`config.mk`:
```
export PLATFORM = sky130hd
export DESIGN_NAME = rail_seq_ctrl
export DESIGN_NICKNAME = d
export VERILOG_FILES = /design/src/rtl/rail_seq_pkg.sv /design/src/rtl/rail_sync.sv /design/src/rtl/rail_gap_sel.sv /design/src/rtl/rail_dly_timer.sv /design/src/rtl/rail_seq_ctrl.sv
export SDC_FILE = /design/constraint.sdc
export NUM_CORES = 1
export LEC_CHECK = 0
export BUFFER_PORTS_ARGS = -buffer_cell sky130_fd_sc_hd__buf_2
export CAP_MARGIN = 0
export CORE_ASPECT_RATIO = 0.6
export CORE_MARGIN = 3
export CORE_UTILIZATION = 32
export CTS_CLUSTER_SIZE = 16
export DETAILED_ROUTE_END_ITERATION = 8
export GPL_TIMING_DRIVEN = 0
export SLEW_MARGIN = 15
export SYNTH_ARGS = -nofsm -noshare
export SYNTH_HDL_FRONTEND = slang
export SYNTH_SLANG_ARGS = --single-unit
```
`constraint.sdc`:
```
create_clock -name clk -period 9.7 [get_ports clk]
set_input_delay 0.485 -clock clk [delete_from_list [all_inputs] [get_ports clk]]
set_output_delay 0.485 -clock clk [all_outputs]
set_load 0.01 [all_outputs]
```
`src/rtl/rail_seq_pkg.sv`:
```
package rail_seq_pkg;
  localparam int unsigned RAILS = 4;

  typedef enum logic [2:0] {
    PH_IDLE  = 3'd0,
    PH_START = 3'd1,
    PH_RISE  = 3'd2,
    PH_FULL  = 3'd3,
    PH_STOP  = 3'd4,
    PH_FALL  = 3'd5
  } phase_e;

  function automatic logic [RAILS-1:0] therm(input logic [$clog2(RAILS+1)-1:0] lvl);
    logic [RAILS-1:0] t;
    for (int i = 0; i < RAILS; i++) t[i] = (i < int'(lvl));
    return t;
  endfunction
endpackage

```
`src/rtl/rail_sync.sv`:
```
module rail_sync #(
  parameter int W      = 2,
  parameter int STAGES = 2
) (
  input  logic         clk,
  input  logic         rst,
  input  logic [W-1:0] d,
  output logic [W-1:0] q
);
  logic [STAGES-1:0][W-1:0] stg;

  always_ff @(posedge clk) begin
    if (rst) begin
      stg <= '0;
    end else begin
      stg[0] <= d;
      for (int i = 1; i < STAGES; i++) stg[i] <= stg[i-1];
    end
  end

  assign q = stg[STAGES-1];
endmodule

```
`src/rtl/rail_gap_sel.sv`:
```
module rail_gap_sel #(
  parameter int CNT_W = 16,
  parameter int NGAP  = 3,
  parameter int LVL_W = 3
) (
  input  logic [NGAP-1:0][CNT_W-1:0] gaps,
  input  logic [LVL_W-1:0]           lvl,
  output logic [CNT_W-1:0]           gap
);
  always_comb begin
    gap = '0;
    for (int i = 0; i < NGAP; i++)
      if (lvl == LVL_W'(i + 1)) gap = gaps[i];
  end
endmodule

```
`src/rtl/rail_dly_timer.sv`:
```
module rail_dly_timer #(
  parameter int CNT_W = 16
) (
  input  logic             clk,
  input  logic             rst,
  input  logic             clr,
  input  logic             run,
  input  logic [CNT_W-1:0] target,
  output logic             done
);
  logic [CNT_W-1:0] cnt;

  assign done = run && (cnt == target);

  always_ff @(posedge clk) begin
    if (rst || clr || !run) cnt <= '0;
    else if (cnt == target) cnt <= '0;
    else                    cnt <= cnt + CNT_W'(1);
  end
endmodule

```
`src/rtl/rail_seq_ctrl.sv`:
```
module rail_seq_ctrl
  import rail_seq_pkg::*;
#(
  parameter int CNT_W       = 16,
  parameter int SYNC_STAGES = 2,
  parameter bit OUT_ACT_LOW = 1'b0,
  parameter bit SEQ_ACT_LOW = 1'b0
) (
  input  logic             clk,
  input  logic             rst,
  input  logic             i_compliant,
  input  logic             i_seq_req,
  input  logic [CNT_W-1:0] i_start_cyc,
  input  logic [CNT_W-1:0] i_gap_ab,
  input  logic [CNT_W-1:0] i_gap_bc,
  input  logic [CNT_W-1:0] i_gap_cd,
  output logic [3:0]       o_rail_en,
  output logic             o_busy
);
  localparam int LVL_W = $clog2(RAILS + 1);
  localparam logic [LVL_W-1:0] LVL_FULL = LVL_W'(RAILS);

  logic comp_s, seq_raw, seq_on;
  rail_sync #(.W(2), .STAGES(SYNC_STAGES)) u_sync (
    .clk(clk), .rst(rst),
    .d({i_compliant, i_seq_req}),
    .q({comp_s, seq_raw})
  );
  assign seq_on = seq_raw ^ SEQ_ACT_LOW;

  phase_e           ph_q, ph_d;
  logic [LVL_W-1:0] lvl_q, lvl_d;
  logic [RAILS-1:0] rails_q;

  logic [RAILS-2:0][CNT_W-1:0] gaps;
  logic [CNT_W-1:0]            gap, target;
  logic                        run, done, clr;

  assign gaps = {i_gap_cd, i_gap_bc, i_gap_ab};

  rail_gap_sel #(.CNT_W(CNT_W), .NGAP(RAILS-1), .LVL_W(LVL_W)) u_gap (
    .gaps(gaps), .lvl(lvl_q), .gap(gap)
  );

  assign run    = (ph_q == PH_START) || (ph_q == PH_RISE) ||
                  (ph_q == PH_STOP)  || (ph_q == PH_FALL);
  assign target = ((ph_q == PH_START) || (ph_q == PH_STOP)) ? i_start_cyc : gap;
  assign clr    = (ph_d != ph_q);

  rail_dly_timer #(.CNT_W(CNT_W)) u_tmr (
    .clk(clk), .rst(rst), .clr(clr), .run(run), .target(target), .done(done)
  );

  // next-phase logic; compliance loss outranks every other event
  always_comb begin
    ph_d  = ph_q;
    lvl_d = lvl_q;
    if (!comp_s) begin
      ph_d  = PH_IDLE;
      lvl_d = '0;
    end else begin
      unique case (ph_q)
        PH_IDLE:  if (seq_on) ph_d = PH_START;
        PH_START, PH_RISE: begin
          if (!seq_on) begin
            ph_d = (lvl_q == '0) ? PH_IDLE : PH_STOP;
          end else if (done) begin
            lvl_d = lvl_q + LVL_W'(1);
            ph_d  = (lvl_q + LVL_W'(1) == LVL_FULL) ? PH_FULL : PH_RISE;
          end
        end
        PH_FULL:  if (!seq_on) ph_d = PH_STOP;
        PH_STOP, PH_FALL: begin
          if (seq_on) begin
            ph_d = PH_START;
          end else if (done) begin
            lvl_d = lvl_q - LVL_W'(1);
            ph_d  = (lvl_q == LVL_W'(1)) ? PH_IDLE : PH_FALL;
          end
        end
        default: begin
          ph_d  = PH_IDLE;
          lvl_d = '0;
        end
      endcase
    end
  end

  always_ff @(posedge clk) begin
    if (rst) begin
      ph_q      <= PH_IDLE;
      lvl_q     <= '0;
      rails_q   <= '0;
      o_rail_en <= {RAILS{OUT_ACT_LOW}};
      o_busy    <= 1'b0;
    end else begin
      ph_q      <= ph_d;
      lvl_q     <= lvl_d;
      rails_q   <= therm(lvl_d);
      o_rail_en <= therm(lvl_d) ^ {RAILS{OUT_ACT_LOW}};
      o_busy    <= (ph_d == PH_START) || (ph_d == PH_RISE) ||
                   (ph_d == PH_STOP)  || (ph_d == PH_FALL);
    end
  end
endmodule

```
; ---- Yosys cells after proc, flatten, opt, wreduce, memory -nomap -nowiden
; Cells that the tools add are included.
[totals]
ff_bits = 31
latchBits = 0
ram_bits = 0
romBits = 0
in_bits = 68
out_inout_bits = 5
wordCells = 67
mem_count = 0
[classes]
addsub = 3
mul = 0
div = 0
order_cmp = 4
n_eq_ne = 15
shifts = 0
mux = 21
bitwise = 0
reduce_logical = 17
[op_table]
columns = cell, n
row1 = 2-to-1 mux 16 bit, 4
row2 = 2-to-1 mux 3 bit, 14
row3 = adder 16 x 1 -> 16 bit (second input constant), 1
row4 = equality test 16 bit, 1
row5 = equality test 3 x 2 -> 1 bit (second input constant), 5
row6 = equality test 3 bit (second input constant), 5
row7 = one-hot mux 3 bit (4 select lines), 1
row8 = equality test 3 x 1 -> 1 bit (second input constant), 3
row9 = logical OR 1 bit, 9
row10 = one-hot mux 3 bit (3 select lines), 1
row11 = OR reduction 2 bit, 4
row12 = logical NOT 3 bit, 2
row13 = less-than comparator 1 x 3 -> 1 bit (first input constant), 2
row14 = less-than comparator 2 x 3 -> 1 bit (first input constant), 2
row15 = adder 3 x 1 -> 3 bit (second input constant), 1
row16 = != test 3 bit, 1
row17 = subtractor 3 x 1 -> 3 bit (second input constant), 1
row18 = logical AND 1 bit, 1
row19 = logical NOT 1 bit, 1
row20 = 2-to-1 mux 1 bit, 1

; ---- Logic depth before layout (Yosys ltp)
; Gate-level depths: netlist (run 1).
[depth]
word_depth = 15
mapped_depth = 15
mapped_depth_nobuf = 11

; ---- By module
; A second synthesis (run 1) with hierarchy kept.
[unflattened]
hier_cells = 276
area_unflattened_um2 = 2451.1
[modules_own_cells]
columns = module, instances, cells_each, area_per_inst_um2, seq_area_each_um2
row1 = rail_seq_ctrl, 1, 109, 987.2, 200.2
row2 = rail_dly_timer, 1, 100, 909.6, 320.3
row3 = rail_gap_sel, 1, 57, 434.2, 0.0
row4 = rail_sync, 1, 10, 120.1, 80.1

; ---- Least setup slack after synthesis (run 1)
; No wires, ideal clock.
[synth_timing]
path_type = reg-to-reg
from = reg lvl_q[0]
to = reg u_tmr.cnt[6]
setup_ns = 0.062
t_arrival_ns = 3.386
required_time_ns = 9.638
slack_ns = 6.251
stages_incl_launch_ff = 16
path_buffers = 4
synth_period_minus_slack_ns = 3.449
path_cell_list = dfxtp_1 > ha_1 > ha_1 > buf_2 > buf_6 > buf_2 > a21oi_1 > a22oi_1 > xnor2_1 > nand4_1 > nor4b_2 > a21oi_2 > a211o_1 > o41a_4 > buf_6 > nor2_2
[synth_via]
elab_chain_len = 15
elab_cells_between_ends = 25
cone_classes = 1 x add/sub / 6 x eq/ne / 13 x mux / 5 x reduce/logical
[synth_lines]
columns = item, line_no
row1 = "start, declared", rail_seq_ctrl.sv:32  ; logic [LVL_W-1:0] lvl_q, lvl_d;
row2 = "start signal, assigned", rail_seq_ctrl.sv:98  ; lvl_q <= lvl_d;
row3 = equality test 3 x 1 -> 1 bit, "rail_gap_sel.sv:13, rail_seq_ctrl.sv:78"
row4 = 2-to-1 mux 16 bit (3 in a row), rail_gap_sel.sv:13  ; if (lvl == LVL_W'(i + 1)) gap = gaps[i];
row5 = 2-to-1 mux 16 bit, rail_seq_ctrl.sv:47  ; assign target = ((ph_q == PH_START) || (ph_q == PH_STOP)) ? i_start_cyc : gap;
row6 = equality test 16 bit, "rail_dly_timer.sv:13, rail_dly_timer.sv:17"
row7 = logical AND 1 bit, rail_dly_timer.sv:13  ; assign done = run && (cnt == target);
row8 = 2-to-1 mux 3 bit (on tied branches), "rail_seq_ctrl.sv:76, rail_seq_ctrl.sv:67"
row9 = 2-to-1 mux 3 bit (on tied branches), "rail_seq_ctrl.sv:74, rail_seq_ctrl.sv:65"
row10 = one-hot mux 3 bit (4 select lines), rail_seq_ctrl.sv:62  ; unique case (ph_q)
row11 = 2-to-1 mux 3 bit, rail_seq_ctrl.sv:58  ; if (!comp_s) begin
row12 = != test 3 bit, rail_seq_ctrl.sv:48  ; assign clr = (ph_d != ph_q);
row13 = logical OR 1 bit (2 in a row), rail_dly_timer.sv:16  ; if (rst || clr || !run) cnt <= '0;
row14 = OR reduction 2 bit (no line) (*), --
row15 = "end signal, assigned", rail_dly_timer.sv:18  ; else cnt <= cnt + CNT_W'(1);
row16 = "end, declared", rail_dly_timer.sv:11  ; logic [CNT_W-1:0] cnt;
; Every way passes the cells marked *; elsewhere a longest branch is shown, timed or not.
; A chain may end at the register's enable or synchronous reset.

; ---- Final worst setup path (run 1)
[layout_timing]
from = reg lvl_q[0]
to = reg u_tmr.cnt[9]
; The elaborated chain is that of the path after synthesis.

==> impl_summary.txt, run 1 <==
----------------------------------------------------
[Worst setup path]
  Crit path kind ... reg2reg
  CP Launch Point ... lvl_q[0]$_SDFF_PP0_
  Startpoint type of the worst setup path ... register
  Capture point of the critical path ... u_tmr.cnt[9]$_SDFF_PP0_
  Number of stages on the worst setup path ... 15
  Arrival time of data at the critical path endpoint ... 4360 ps
  Number of buffer and inverter stages on the critical path ... 4
  Crit path capture type ... register
  Critical path cell sequence ... ha_1, ha_1, buf_2, buf_6, buf_2, a21oi_1, a22oi_1, xnor2_1, nand4_1, nor4b_2, a21oi_2, a211o_1, o41a_4, buf_6, nor2_2
  R2r startpoint ... lvl_q[0]$_SDFF_PP0_
  Worst R2R End ... u_tmr.cnt[9]$_SDFF_PP0_
  Gate family responsible for the most delay along the worst path ... compound AO/OA/AOI/OAI gates
  Crit Path Max Fanout ... 10
  Worst endpoint required time ... between 9000 and 10000 ps
  Register-to-register setup slack ... 5560 ps
  Cell with the largest stage delay on the worst path ... nor4b_2
  Crit-path max cell delay ... 590 ps
  Worst Reg-to-Reg Cells ... 15

[Clock network]
  Number of gates resized after CTS ... 0
  H-tree levels ... 2
  Clock tree from TritonCTS ... built
  Clk sink count ... 30
  Clock latency on the worst-skew pair ... 280 ps
  Total CTS buffers ... 5
  Clock transition at the registers of the reported paths ... about 50 ps
  # hold bufs at CTS ... 0
  Buffer levels on the longest clock path ... 2
  Root cell of the clock tree ... clkbuf_16
  Post-CTS Repair Setup Buffers ... 0

[Outcome]
  Status ... finished, final reports clean

[Yosys]
  Share of synthesized flip-flops with an asynchronous set or reset ... 0%
  Gate count of the mapped netlist ... roughly 350
  Mean Syn Cell Area ... ~7.5 um2
  Count of flip-flops with a built-in enable after synthesis ... 0
  Dominant register cell in the synthesized netlist ... dfxtp_1
  Library cells used by synthesis ... 54
  Synthesized net count ... roughly 420
  Post-synthesis register bit count ... 30
  Proportion of synthesized chip area in sequential cells ... between 20 and 25%
  Number of warning messages in the yosys log ... 0
  Total standard cell area after synthesis ... 2620 um2

[STA]
  Slew at the pin with the worst max-slew slack ... 628 ps
  Slew headroom ... between 50% and 60%
  Final critical-path share of the clock period ... 42.7%
  Final slew viol count ... 0
  Endpoints failing setup ... 0
  Final Hold Slack ... roughly 420 ps
  Final hold violations ... 0
  Setup total negative slack ... 0 ps
  Worst setup skew after layout ... 2.62 ps
  Peak Freq ... 241 MHz
  Setup repair after global routing missed its margin ... no
  Shortest clock period the worst path allows after layout ... 4140 ps

[Power]
  Pwr Total ... 329 uW
  Power per standard cell area ... approximately 100 nW/um2
  Pleak ... 1.29 nW
  Peak VDD IR ... 0.0637 mV

[Final layout]
  Multi-input gate area ... between 1500 and 2000 um2
  Register Area ... 601 um2
  Filler cell count in the final layout ... 797
  Syn-to-layout area delta ... 25.2%
  Diodes inserted ... 0
  Final net count ... 503
  Share of cells above drive strength 1 ... 25.9%
  Non-Filler Instances ... 532

[Floorplan]
  Placeable core region ... 7600 um2
  Width of the die ... around 120 um
  Total number of placement rows ... 24
  Top-level port count ... 73
  Floorplan die height ... around 76 um
  Initial Util ... 34.5%
  Floorplan die area ... about 9300 um2

[Routing]
  Via density per instance ... 5.51
  Number of DRC markers in iteration 0 ... 294
  Number of iterations in the first detailed-routing pass ... 5
  Total via count after detailed routing ... ~2900
  Number of nets with antenna violations after detailed routing ... 0
  Total wirelength of the detailed-routed design ... 9.00 mm
  DRC ... 0
  Mean routed wirelength per cell ... 16.9 um

[Placed design]
  Count of placed standard cells including taps ... between 500 and 600
  Final weighted congestion in routability-driven placement ... 0.978
  Total of buffers placed on input and output ports ... 72
  Estimated wirelength of the detail-placed design ... 7.04 mm

[GRT]
  Final global-route overflow total ... 0
  Global-route wire length before repair ... approximately 14 mm
  Vias in the first global route ... 2632
  Total global-route track usage ... 18.9%
  Maximum number of pins on one net before global-route repair ... 11
  Number of antenna violations at the first check in global routing ... 0

[Job]
  Number of max-cap violations ... 0

[Min path]
  Class of the tightest hold or removal check ... in2reg

----------------------------------------------------
kinds of logic after synthesis:
logic type	synth area share, %
flops	22.9
mux	1.15
buf+inv	6.40
xor+xnor	11.0
fa+ha+maj	3.34
simple gates	31.2
compound gates	23.9
registers in the layout (all words and copies together) (netlist names):
| signal | count |
|---|---|
| o_busy | 1 |
| u_tmr.cnt | 16 |
| u_sync.q | 2 |
| lvl_q | 2 |
| ph_q | 3 |
| u_sync.stg | 2 |
| o_rail_en | 4 |
cells in the mapped netlist (3+ instances only):
cell type  number  area share [%]
nor2_1         21             3.0
a221oi_1        6             2.0
ha_1            7             3.3
buf_6           3             1.3
buf_2           8             1.5
nor3_1          4            0.76
a31oi_1        10             2.4
and3_1          7             1.7
nand4_1         8             1.9
mux2i_1         3             1.1
nor4_1          4            0.96
nand2_1        33             4.7
xnor2_1        14             4.7
a22oi_1         3            0.86
o21ai_0        16             3.1
o22ai_1         3            0.72
xor2_1         19             6.4
nand2b_1        6             1.4
dfxtp_1        30              23
a21oi_1        30             5.7
nor2b_1        10             2.4
a21o_1          3            0.86
clkbuf_1       11             1.6
a221o_1         4             1.5
nor2_2         10             2.4
inv_1          12             1.7
nand3b_1       13             3.7
nand3_1        19             3.6
worst min-delay path by stage:
stage / to / cells past startpoint / from
after global placement: u_sync.q[1]$_SDFF_PP0_ / 1 / u_sync.stg[1]$_SDFF_PP0_
after detailed placement: u_sync.q[1]$_SDFF_PP0_ / 1 / u_sync.stg[1]$_SDFF_PP0_
final: u_sync.stg[1]$_SDFF_PP0_ / 2 / i_compliant
after floorplan: u_sync.q[0]$_SDFF_PP0_ / 1 / u_sync.stg[0]$_SDFF_PP0_
after CTS: u_sync.stg[1]$_SDFF_PP0_ / 2 / i_compliant
after global routing: u_sync.stg[1]$_SDFF_PP0_ / 2 / i_compliant
layout make-up:
class | instances | area share (%)
multi-input cells | 284 | 56.5
flip-flops and latches | 30 | 18.3
repair buffers | 72 | 11.0
clock inverters | 1 | 0.916
plain buffers | 23 | 3.74
inverters | 12 | 1.37
clock buffers | 6 | 4.24
well taps | 104 | 3.97
metal layers:
layer  global-route usage, %  routed length, um  up-vias  part of all wire (%)
li1                        -                  -     1420                     -
met1                    31.3               4670     1375                    52
met2                    24.1               3390      123                    38
met3                    3.64                821       11                   9.1
met4                    3.80                104        0                   1.2
met5                       0                  0        -                     0
power by group:
| part | switching (mW) | leakage, nW | internal (mW) |
|---|---|---|---|
| Combinational | 0.0103 | 0.968 | 0.0124 |
| Sequential | 0.000439 | 0.242 | 0.124 |
| Clock | 0.0547 | 0.0829 | 0.127 |
placed cells by master, fill, tap and decap left out, types with 13 or more instances in the layout:
| cell | n |
|---|---|
| dfxtp_1 | 30 |
| nor2_1 | 21 |
| nand2_1 | 33 |
| a21oi_1 | 30 |
| xnor2_1 | 14 |
| o21ai_0 | 16 |
| nand3_1 | 19 |
| buf_2 | 80 |
| xor2_1 | 19 |
| nand3b_1 | 13 |
through the flow:
step                      cell area, um2  setup WS, ps  utilization [%]
after CTS                           3280          5570             43.1
final                               3280          5560             43.1
after global placement              3110          5610             40.9
after floorplan                     2620          6250                -
after global routing                3280          5200             43.1
after detailed placement            3110          5600             40.9
Power figures use the tool's default switching activity.
==> inputs of run 2 (changes only) <==
--- a/config.mk
+++ b/config.mk
@@ -5,6 +5,7 @@
 export SDC_FILE = /design/constraint.sdc
 export NUM_CORES = 1
 export LEC_CHECK = 0
+export ABC_AREA = 1
 export BUFFER_PORTS_ARGS = -buffer_cell sky130_fd_sc_hd__buf_2
 export CAP_MARGIN = 0
 export CORE_ASPECT_RATIO = 0.6
==> constraint.sdc (replaced) <==
create_clock -name clk -period 4.2 [get_ports clk]
set_input_delay 0.21 -clock clk [delete_from_list [all_inputs] [get_ports clk]]
set_output_delay 0.21 -clock clk [all_outputs]
set_load 0.01 [all_outputs]
==> run 2 against run 1 <==
- fmax is 9.6% higher
- register-to-register slack worse by 5100 ps
- final area is 4.0% higher
- die area is 5.4% higher
- clock-buffer cell count is 1 higher
- via count is 4.5% higher
- critical path type unchanged
- critical endpoint is now u_tmr.cnt[13]$_SDFF_PP0_
- highest routed layer unchanged
==> impl_summary.txt, run 2 <==
----------------------------------------------------
[Final layout]
  Filler cell count in the final layout ... 881 (was 797)
  Diodes inserted ... 0 (unchanged)
  Max reg flops ... 16 (unchanged)
  Multi-input gate area ... 1740 um2 (was 1850 um2)
  Final net count ... 638 (was 503)
  Biggest regs ... u_tmr.cnt: 16 flops, o_rail_en: 4 flops, ph_q: 3 flops (unchanged)
  Register Area ... 601 um2 (unchanged)
  Syn-to-layout area delta ... 23.0% (was 25.2%)
  Most common library cell in the layout ignoring fill and taps ... nand2_1 (was buf_2)
  Register containing the most flip-flops in the final layout ... u_tmr.cnt (unchanged)
  Most frequent cells in the layout ... nand2_1 (171), inv_1 (85), buf_2 (75), nand3_1 (60), nor2_1 (50) (was buf_2 (80), nand2_1 (33), a21oi_1 (30), dfxtp_1 (30), nor2_1 (21))
  Share of cells above drive strength 1 ... 20.2% (was 25.9%)
  Post-layout utilization of the core ... 41.9% (was 43.1%)

[Worst setup path]
  Crit Path Max Fanout ... 10 (unchanged)
  Cell with the largest stage delay on the worst path ... dfxtp_1 (was nor4b_2)
  Crit path kind ... reg2reg (unchanged)
  R2r startpoint ... o_rail_en[3]$_SDFF_PP0_ (was lvl_q[0]$_SDFF_PP0_)
  Crit path capture type ... register (unchanged)
  Register-to-register setup slack ... 420 ps (was 5560 ps)
  Number of buffer and inverter stages on the critical path ... 6 (was 4)
  Worst endpoint required time ... 4370 ps (was 9920 ps)
  Critical path cell sequence ... inv_4, buf_6, ha_1, buf_2, inv_1, buf_2, nand3_1, nand2_1, nand2_1, nand2_1, nand2_1, nor2_1, nand2_1, nor2_4, nand2_2, o21ai_1, nand3_1, nand2_1, nand2_2, nand3_1, nand2_2, nand2_4, buf_8, nor2_4 (was ha_1, ha_1, buf_2, buf_6, buf_2, a21oi_1, a22oi_1, xnor2_1, nand4_1, nor4b_2, a21oi_2, a211o_1, o41a_4, buf_6, nor2_2)
  Startpoint type of the worst setup path ... register (unchanged)
  Crit-path max cell delay ... 560 ps (was 590 ps)
  Arrival time of data at the critical path endpoint ... 3950 ps (was 4360 ps)
  Most used cell along the critical path ... nand2_1
  Gate family responsible for the most delay along the worst path ... simple AND/OR/NAND/NOR gates (was compound AO/OA/AOI/OAI gates)
  Worst R2R End ... u_tmr.cnt[13]$_SDFF_PP0_ (was u_tmr.cnt[9]$_SDFF_PP0_)
  Worst Reg-to-Reg Cells ... 24 (was 15)
  CP Launch Point ... o_rail_en[3]$_SDFF_PP0_ (was lvl_q[0]$_SDFF_PP0_)

[Routing]
  Number of nets with antenna violations after detailed routing ... 0 (unchanged)
  Number of DRC markers in iteration 0 ... 226 (was 294)
  DRC ... 0 (unchanged)
  Number of iterations in the first detailed-routing pass ... 5 (unchanged)
  Via density per instance ... 4.55 (was 5.51)
  Total wirelength of the detailed-routed design ... 8.25 mm (was 9.00 mm)
  Mean routed wirelength per cell ... 12.3 um (was 16.9 um)
  Total via count after detailed routing ... 3060 (was 2929)

[Placed design]
  Estimated wirelength of the detail-placed design ... 6.50 mm (was 7.04 mm)
  Final weighted congestion in routability-driven placement ... 0.879 (was 0.978)
  Total of buffers placed on input and output ports ... 71 (was 72)

[Yosys]
  Count of flip-flops with a built-in enable after synthesis ... 0 (unchanged)
  Proportion of synthesized chip area in sequential cells ... 21.7% (was 22.9%)
  Top post-synthesis cells by count ... nand2_1 (171), inv_1 (85), nand3_1 (60) (was nand2_1 (33), a21oi_1 (30), dfxtp_1 (30))
  Number of warning messages in the yosys log ... 0 (unchanged)
  Mean Syn Cell Area ... 5.71 um2 (was 7.50 um2)
  Multiplexer share of the synthesized area ... 0% (was 1.15%)
  Cell type with the largest total area after synthesis ... nand2_1 (was dfxtp_1)
  Dominant combinational cell family by area after synthesis ... simple AND/OR/NAND/NOR gates (unchanged)
  Post-synthesis register bit count ... 30 (unchanged)
  Gate count of the mapped netlist ... 485 (was 349)
  Share of the synthesized area in the top cell type ... 23.2% (was 22.9%)
  Share of synthesized flip-flops with an asynchronous set or reset ... 0% (unchanged)
  Top cells by area in the synthesized netlist ... nand2_1 (23%), dfxtp_1 (22%), inv_1 (12%) (was dfxtp_1 (23%), xor2_1 (6.4%), a21oi_1 (5.7%))
  Area share of fa/ha/maj cells after synthesis ... 3.16% (was 3.34%)
  Dominant register cell in the synthesized netlist ... dfxtp_1 (unchanged)
  Synth Area in Simple Gates ... 52.0% (was 31.2%)
  Synthesized net count ... 560 (was 424)
  Most frequent cell after synthesis ... nand2_1 (unchanged)
  Post-synthesis share of cell area spent on xor and xnor gates ... 4.43% (was 11.0%)
  Total standard cell area after synthesis ... 2770 um2 (was 2620 um2)
  Library cells used by synthesis ... 28 (was 54)
  Fraction of the mapped netlist area in compound gates ... 3.07% (was 23.9%)

[Power]
  Peak VDD IR ... 0.186 mV (was 0.0637 mV)
  Power per standard cell area ... 206 nW/um2 (was 100 nW/um2)
  Pleak ... 1.90 nW (was 1.29 nW)

[GRT]
  Vias in the first global route ... 2748 (was 2632)
  Total global-route track usage ... 16.8% (was 18.9%)
  Global-route wire length before repair ... 13.4 mm (was 14.0 mm)
  Number of antenna violations at the first check in global routing ... 0 (unchanged)
  Final global-route overflow total ... 0 (unchanged)
  Maximum number of pins on one net before global-route repair ... 11 (unchanged)

[Clock network]
  Clock latency on the worst-skew pair ... 270 ps (was 280 ps)
  Number of gates resized after CTS ... 0 (unchanged)
  H-tree levels ... 2 (unchanged)
  Clk sink count ... 30 (unchanged)
  Total CTS buffers ... 5 (unchanged)
  Clock transition at the registers of the reported paths ... 50 ps (about the same)
  # hold bufs at CTS ... 0 (unchanged)
  Root cell of the clock tree ... clkbuf_16 (unchanged)
  Clock tree from TritonCTS ... built (unchanged)
  Post-CTS Repair Setup Buffers ... 0 (unchanged)
  Buffer levels on the longest clock path ... 2 (unchanged)

[Floorplan]
  Total number of placement rows ... 25 (was 24)
  Placeable core region ... 8130 um2 (was 7600 um2)
  Top-level port count ... 73 (unchanged)
  Floorplan die area ... 9850 um2 (was 9340 um2)
  Floorplan die height ... 78.1 um (was 76.1 um)
  Width of the die ... 126 um (was 123 um)
  Initial Util ... 34.1% (was 34.5%)

[STA]
  Peak Freq ... 264 MHz (was 241 MHz)
  Worst setup skew after layout ... 3.43 ps (was 2.62 ps)
  Setup repair after global routing missed its margin ... no (unchanged)
  Final slew viol count ... 0 (unchanged)
  Final hold violations ... 0 (unchanged)
  Setup total negative slack ... 0 ps (unchanged)
  Endpoints failing setup ... 0 (unchanged)
  Final critical-path share of the clock period ... 90.1% (was 42.7%)
  Shortest clock period the worst path allows after layout ... 3780 ps (was 4140 ps)
  Slew headroom ... 72.3% (was 57.9%)
  Slew at the pin with the worst max-slew slack ... 412 ps (was 628 ps)

[Outcome]
  Status ... finished, final reports clean (unchanged)

[Min path]
  Class of the tightest hold or removal check ... in2reg (unchanged)
  End point of the worst hold path ... u_sync.stg[0]$_SDFF_PP0_ (was u_sync.stg[1]$_SDFF_PP0_)
  Source of the worst hold timing path ... i_seq_req (was i_compliant)
  Hold-critical path depth ... 3 (was 2)

[Job]
  Number of max-cap violations ... 0 (unchanged)

----------------------------------------------------
==> run 2: changes by cell type after synthesis, moves of 10 or more <==
cell	change
nor2b_1	-10
nand3_1	+41
a21oi_1	-24
nor2_4	+15
inv_1	+73
nand2_1	+138
nor2_1	+29
o21ai_0	-11
xnor2_1	-11
==> run 2: final cells by class <==
cell class / instances / share of cell area, %
inverter: 86 / 9.54
multi-input combinational: 354 / 51.0
buffer: 15 / 3.16
sequential: 30 / 17.6
timing repair buffer: 71 / 10.4
clock inverter: 1 / 0.147
tap: 108 / 3.96
clock buffer: 7 / 4.19
==> run 2: power by group <==
| part | internal [mW] | switching, mW |
|---|---|---|
| clock network | 0.234 | 0.123 |
| registers | 0.287 | 0.00118 |
| logic | 0.0287 | 0.0266 |
| total | 0.550 | 0.151 |
==> run 2: worst reg2reg max path, delay by kind of cell (launching register included) <==
family / cells / cell delay [ps]
AOI/OAI and AO/OA: 1 / 200
adders and majority gates: 1 / 190
buffers and inverters: 6 / 1270
DFF: 1 / 560
and+or+nand+nor: 16 / 1460
==> run 2: worst max path at each step <==
stage / endpoint / slack (ps) / cells after the start
final: u_tmr.cnt[13]$_SDFF_PP0_ / 420 / 24
after floorplan: u_tmr.cnt[10]$_SDFF_PP0_ / 1230 / 24
after detailed placement: u_tmr.cnt[13]$_SDFF_PP0_ / 500 / 24
after global placement: u_tmr.cnt[5]$_SDFF_PP0_ / 550 / 24
after global routing: u_tmr.cnt[13]$_SDFF_PP0_ / 80 / 25
after CTS: u_tmr.cnt[13]$_SDFF_PP0_ / 460 / 24
==> run 2: stage by stage <==
| step | area (um2) | total power, mW | hold slack (ps) | instances | setup WS, ps |
|---|---|---|---|---|---|
| after floorplan | 2770 | 0.313 | 317 | 485 | 1230 |
| after global placement | 3260 | 0.348 | 390 | 664 | 550 |
| after detailed placement | 3260 | 0.349 | 397 | 664 | 496 |
| after CTS | 3410 | 0.708 | 137 | 672 | 464 |
| after global routing | 3410 | 0.732 | 151 | 672 | 76.5 |
| final | 3410 | 0.701 | 138 | 672 | 417 |
==> run 2: logic make-up (layout without fill, tap and decap cells) <==
logic type	after synthesis	count (layout)
AND/OR/NAND/NOR	317	317
buffers and inverters	101	180
flip-flops	30	30
AO/OA/AOI/OAI	16	16
XOR/XNOR	14	14
adder cells (fa/ha/maj)	7	7
==> run 2: routing by layer <==
metal / share of wire [%] / global-route usage (%) / vias up
met4: 1.1 / 3.75 / 0
met2: 37 / 23.1 / 126
met1: 52 / 25.6 / 1308
met5: 0 / 0 / -
li1: - / - / 1618
met3: 9.7 / 4.49 / 8
==> inputs of run 3 (changes only) <==
--- a/config.mk
+++ b/config.mk
@@ -14,6 +14,7 @@
 export CTS_CLUSTER_SIZE = 16
 export DETAILED_ROUTE_END_ITERATION = 8
 export GPL_TIMING_DRIVEN = 0
+export RECOVER_POWER = 50
 export SLEW_MARGIN = 15
 export SYNTH_ARGS = -nofsm -noshare
 export SYNTH_HDL_FRONTEND = slang
==> run 3 against run 2 <==
- utilization down 0.061 points
- highest routed layer unchanged
- critical endpoint is now u_tmr.cnt[10]$_SDFF_PP0_
- worst hold slack worse by 1.7 ps
- wire length down 0.42%
- fmax about the same
- clock skew up 1.1 ps
- final area down 0.15%
- total power about the same
- non-clock buffer count unchanged
- critical path type unchanged
- global-route usage unchanged
- combinational power about the same
- critical path depth unchanged
==> impl_summary.txt, run 3 (synthesized netlist as in run 2, its figures left out) <==
----------------------------------------------------
[Worst setup path]
  Arrival time of data at the critical path endpoint ... 3940 ps (was 3950 ps)
  Worst Reg-to-Reg Cells ... 24 (unchanged)
  Crit path capture type ... register (unchanged)
  Crit path kind ... reg2reg (unchanged)
  Startpoint type of the worst setup path ... register (unchanged)
  Critical path cell sequence ... inv_4, buf_6, ha_1, buf_2, inv_1, buf_2, nand3_1, nand2_1, nand2_1, nand2_1, nand2_1, nor2_1, nand2_1, nor2_4, nand2_2, o21ai_1, nand3_1, nand2_1, nand2_2, nand3_1, nand2_2, nand2_4, buf_8, nor2_4 (unchanged)
  CP Launch Point ... o_rail_en[3]$_SDFF_PP0_ (unchanged)
  Crit-path max cell delay ... 550 ps (was 560 ps)
  Worst R2R End ... u_tmr.cnt[10]$_SDFF_PP0_ (was u_tmr.cnt[13]$_SDFF_PP0_)
  Most used cell along the critical path ... nand2_1 (unchanged)
  Register-to-register setup slack ... 420 ps (about the same)
  R2r startpoint ... o_rail_en[3]$_SDFF_PP0_ (unchanged)
  Worst endpoint required time ... 4360 ps (was 4370 ps)
  Crit Path Max Fanout ... 10 (unchanged)
  Cell with the largest stage delay on the worst path ... dfxtp_1 (unchanged)

[Placed design]
  Total of buffers placed on input and output ports ... 71 (unchanged)
  Placed inst area ... 3260 um2 (unchanged)
  Final weighted congestion in routability-driven placement ... 0.879 (unchanged)
  Estimated wirelength of the detail-placed design ... 6.50 mm (unchanged)
  Setup WS pre-CTS ... 496 ps (unchanged)

[Routing]
  Number of iterations in the first detailed-routing pass ... 5 (unchanged)
  Mean routed wirelength per cell ... 12.2 um (was 12.3 um)
  Via density per instance ... 4.49 (was 4.55)
  Number of nets with antenna violations after detailed routing ... 0 (unchanged)
  Total wirelength of the detailed-routed design ... 8.21 mm (was 8.25 mm)
  Total via count after detailed routing ... 3016 (was 3060)
  Number of DRC markers in iteration 0 ... 210 (was 226)
  DRC ... 0 (unchanged)

[GRT]
  Global-route wire length before repair ... 13.4 mm (unchanged)
  Vias in the first global route ... 2748 (unchanged)
  Total global-route track usage ... 16.8% (unchanged)
  Number of antenna violations at the first check in global routing ... 0 (unchanged)
  Maximum number of pins on one net before global-route repair ... 11 (unchanged)
  Final global-route overflow total ... 0 (unchanged)

[Clock network]
  # hold bufs at CTS ... 0 (unchanged)
  Clock transition at the registers of the reported paths ... 50 ps (about the same)
  Total CTS buffers ... 5 (unchanged)
  Post-CTS Repair Setup Buffers ... 0 (unchanged)
  Buffer levels on the longest clock path ... 2 (unchanged)
  H-tree levels ... 2 (unchanged)
  Clock tree from TritonCTS ... built (unchanged)
  Clock latency on the worst-skew pair ... 270 ps (about the same)
  Clk sink count ... 30 (unchanged)
  Root cell of the clock tree ... clkbuf_16 (unchanged)
  Number of gates resized after CTS ... 0 (unchanged)

[Final layout]
  Max reg flops ... 16 (unchanged)
  Multi-input gate area ... 1740 um2 (unchanged)
  Post-layout utilization of the core ... 41.8% (was 41.9%)
  Register containing the most flip-flops in the final layout ... u_tmr.cnt (unchanged)
  Layout Cell Area excl Fill ... 3400 um2 (was 3410 um2)
  Final net count ... 638 (unchanged)
  Diodes inserted ... 0 (unchanged)
  Share of cells above drive strength 1 ... 19.5% (was 20.2%)
  Syn-to-layout area delta ... 22.9% (was 23.0%)
  Most common library cell in the layout ignoring fill and taps ... nand2_1 (unchanged)
  Most frequent cells in the layout ... nand2_1 (171), inv_1 (85), buf_2 (71), nand3_1 (60), nor2_1 (50) (was nand2_1 (171), inv_1 (85), buf_2 (75), nand3_1 (60), nor2_1 (50))
  Register Area ... 601 um2 (unchanged)
  Biggest regs ... u_tmr.cnt: 16 flops, o_rail_en: 4 flops, ph_q: 3 flops (unchanged)
  Filler cell count in the final layout ... 881 (unchanged)

[STA]
  Final slew viol count ... 0 (unchanged)
  Final hold violations ... 0 (unchanged)
  Worst setup skew after layout ... 4.48 ps (was 3.43 ps)
  Shortest clock period the worst path allows after layout ... 3780 ps (about the same)
  Worst-case setup margin in the final layout ... 416 ps (was 417 ps)
  Final critical-path share of the clock period ... 90.1% (about the same)
  Slew at the pin with the worst max-slew slack ... 423 ps (was 412 ps)
  Endpoints failing setup ... 0 (unchanged)
  Setup total negative slack ... 0 ps (unchanged)
  Peak Freq ... 264 MHz (about the same)
  Slew headroom ... 71.6% (was 72.3%)
  Setup repair after global routing missed its margin ... no (unchanged)

[Floorplan]
  Floorplan die area ... 9850 um2 (unchanged)
  Placeable core region ... 8130 um2 (unchanged)
  Total number of placement rows ... 25 (unchanged)
  Floorplan die height ... 78.1 um (unchanged)
  Top-level port count ... 73 (unchanged)
  Width of the die ... 126 um (unchanged)
  Initial Util ... 34.1% (unchanged)

[Power]
  Net Sw Power ... 151 uW (about the same)
  Sw Ratio ... 21.5% (about the same)
  Pint ... 550 uW (about the same)
  Proportion of power drawn by the clock network ... 51.0% (about the same)
  Power share of the sequential group ... 41.1% (about the same)
  Peak VDD IR ... 0.187 mV (was 0.186 mV)
  Power per standard cell area ... 206 nW/um2 (about the same)
  Combinational Power Share ... 7.9% (about the same)
  Pleak ... 1.88 nW (was 1.90 nW)

[Outcome]
  Status ... finished, final reports clean (unchanged)

[Min path]
  Hold-critical path depth ... 3 (unchanged)
  End point of the worst hold path ... u_sync.stg[0]$_SDFF_PP0_ (unchanged)
  Class of the tightest hold or removal check ... in2reg (unchanged)
  Source of the worst hold timing path ... i_seq_req (unchanged)

[Job]
  Number of max-cap violations ... 0 (unchanged)

----------------------------------------------------
-- run 3: layout make-up --
cell class | instances | area share, %
plain buffers | 15 | 3.16
clock buffers | 7 | 4.19
clock inverters | 1 | 0.147
inverters | 86 | 9.56
multi-input cells | 354 | 51.0
flip-flops and latches | 30 | 17.6
well taps | 108 | 3.97
repair buffers | 71 | 10.3
-- run 3: how the worst max path moves through the flow --
stage / to / slack [ps]
2_1_floorplan: u_tmr.cnt[10]$_SDFF_PP0_ / 1230
3_3_place_gp: u_tmr.cnt[5]$_SDFF_PP0_ / 550
3_5_place_dp: u_tmr.cnt[13]$_SDFF_PP0_ / 500
4_1_cts: u_tmr.cnt[13]$_SDFF_PP0_ / 460
5_1_grt: u_tmr.cnt[13]$_SDFF_PP0_ / 80
6_report: u_tmr.cnt[10]$_SDFF_PP0_ / 420
-- run 3: through the flow --
step	hold slack [ps]	total power, mW	cells
2_1_floorplan	317	0.313	485
5_1_grt	151	0.732	672
6_report	136	0.701	672
3_3_place_gp	390	0.348	664
4_1_cts	137	0.708	672
3_5_place_dp	397	0.349	664
-- run 3: per-layer routing --
layer	part of all wire, %	GRT usage, %	up-vias
met3	9.3	4.49	8
met1	52	25.6	1283
met2	37	23.1	105
met4	1.1	3.75	0
met5	0	0	-
li1	-	-	1620
-- run 3: critical path: cells and delay by family, from the launching register on --
| kind | cells | cell delay, ps |
|---|---|---|
| AOI/OAI and AO/OA | 1 | 190 |
| adders and majority gates | 1 | 190 |
| buffers and inverters | 6 | 1280 |
| DFF | 1 | 550 |
| and+or+nand+nor | 16 | 1450 |
-- run 3: power by group through the flow --
stage	clock network (mW)	registers, mW	logic (mW)
floorplan	0	0.294	0.0195
global placement	0	0.294	0.0542
detailed placement	0	0.294	0.0551
CTS	0.365	0.288	0.0554
global route	0.381	0.288	0.0628
finish	0.357	0.288	0.0551
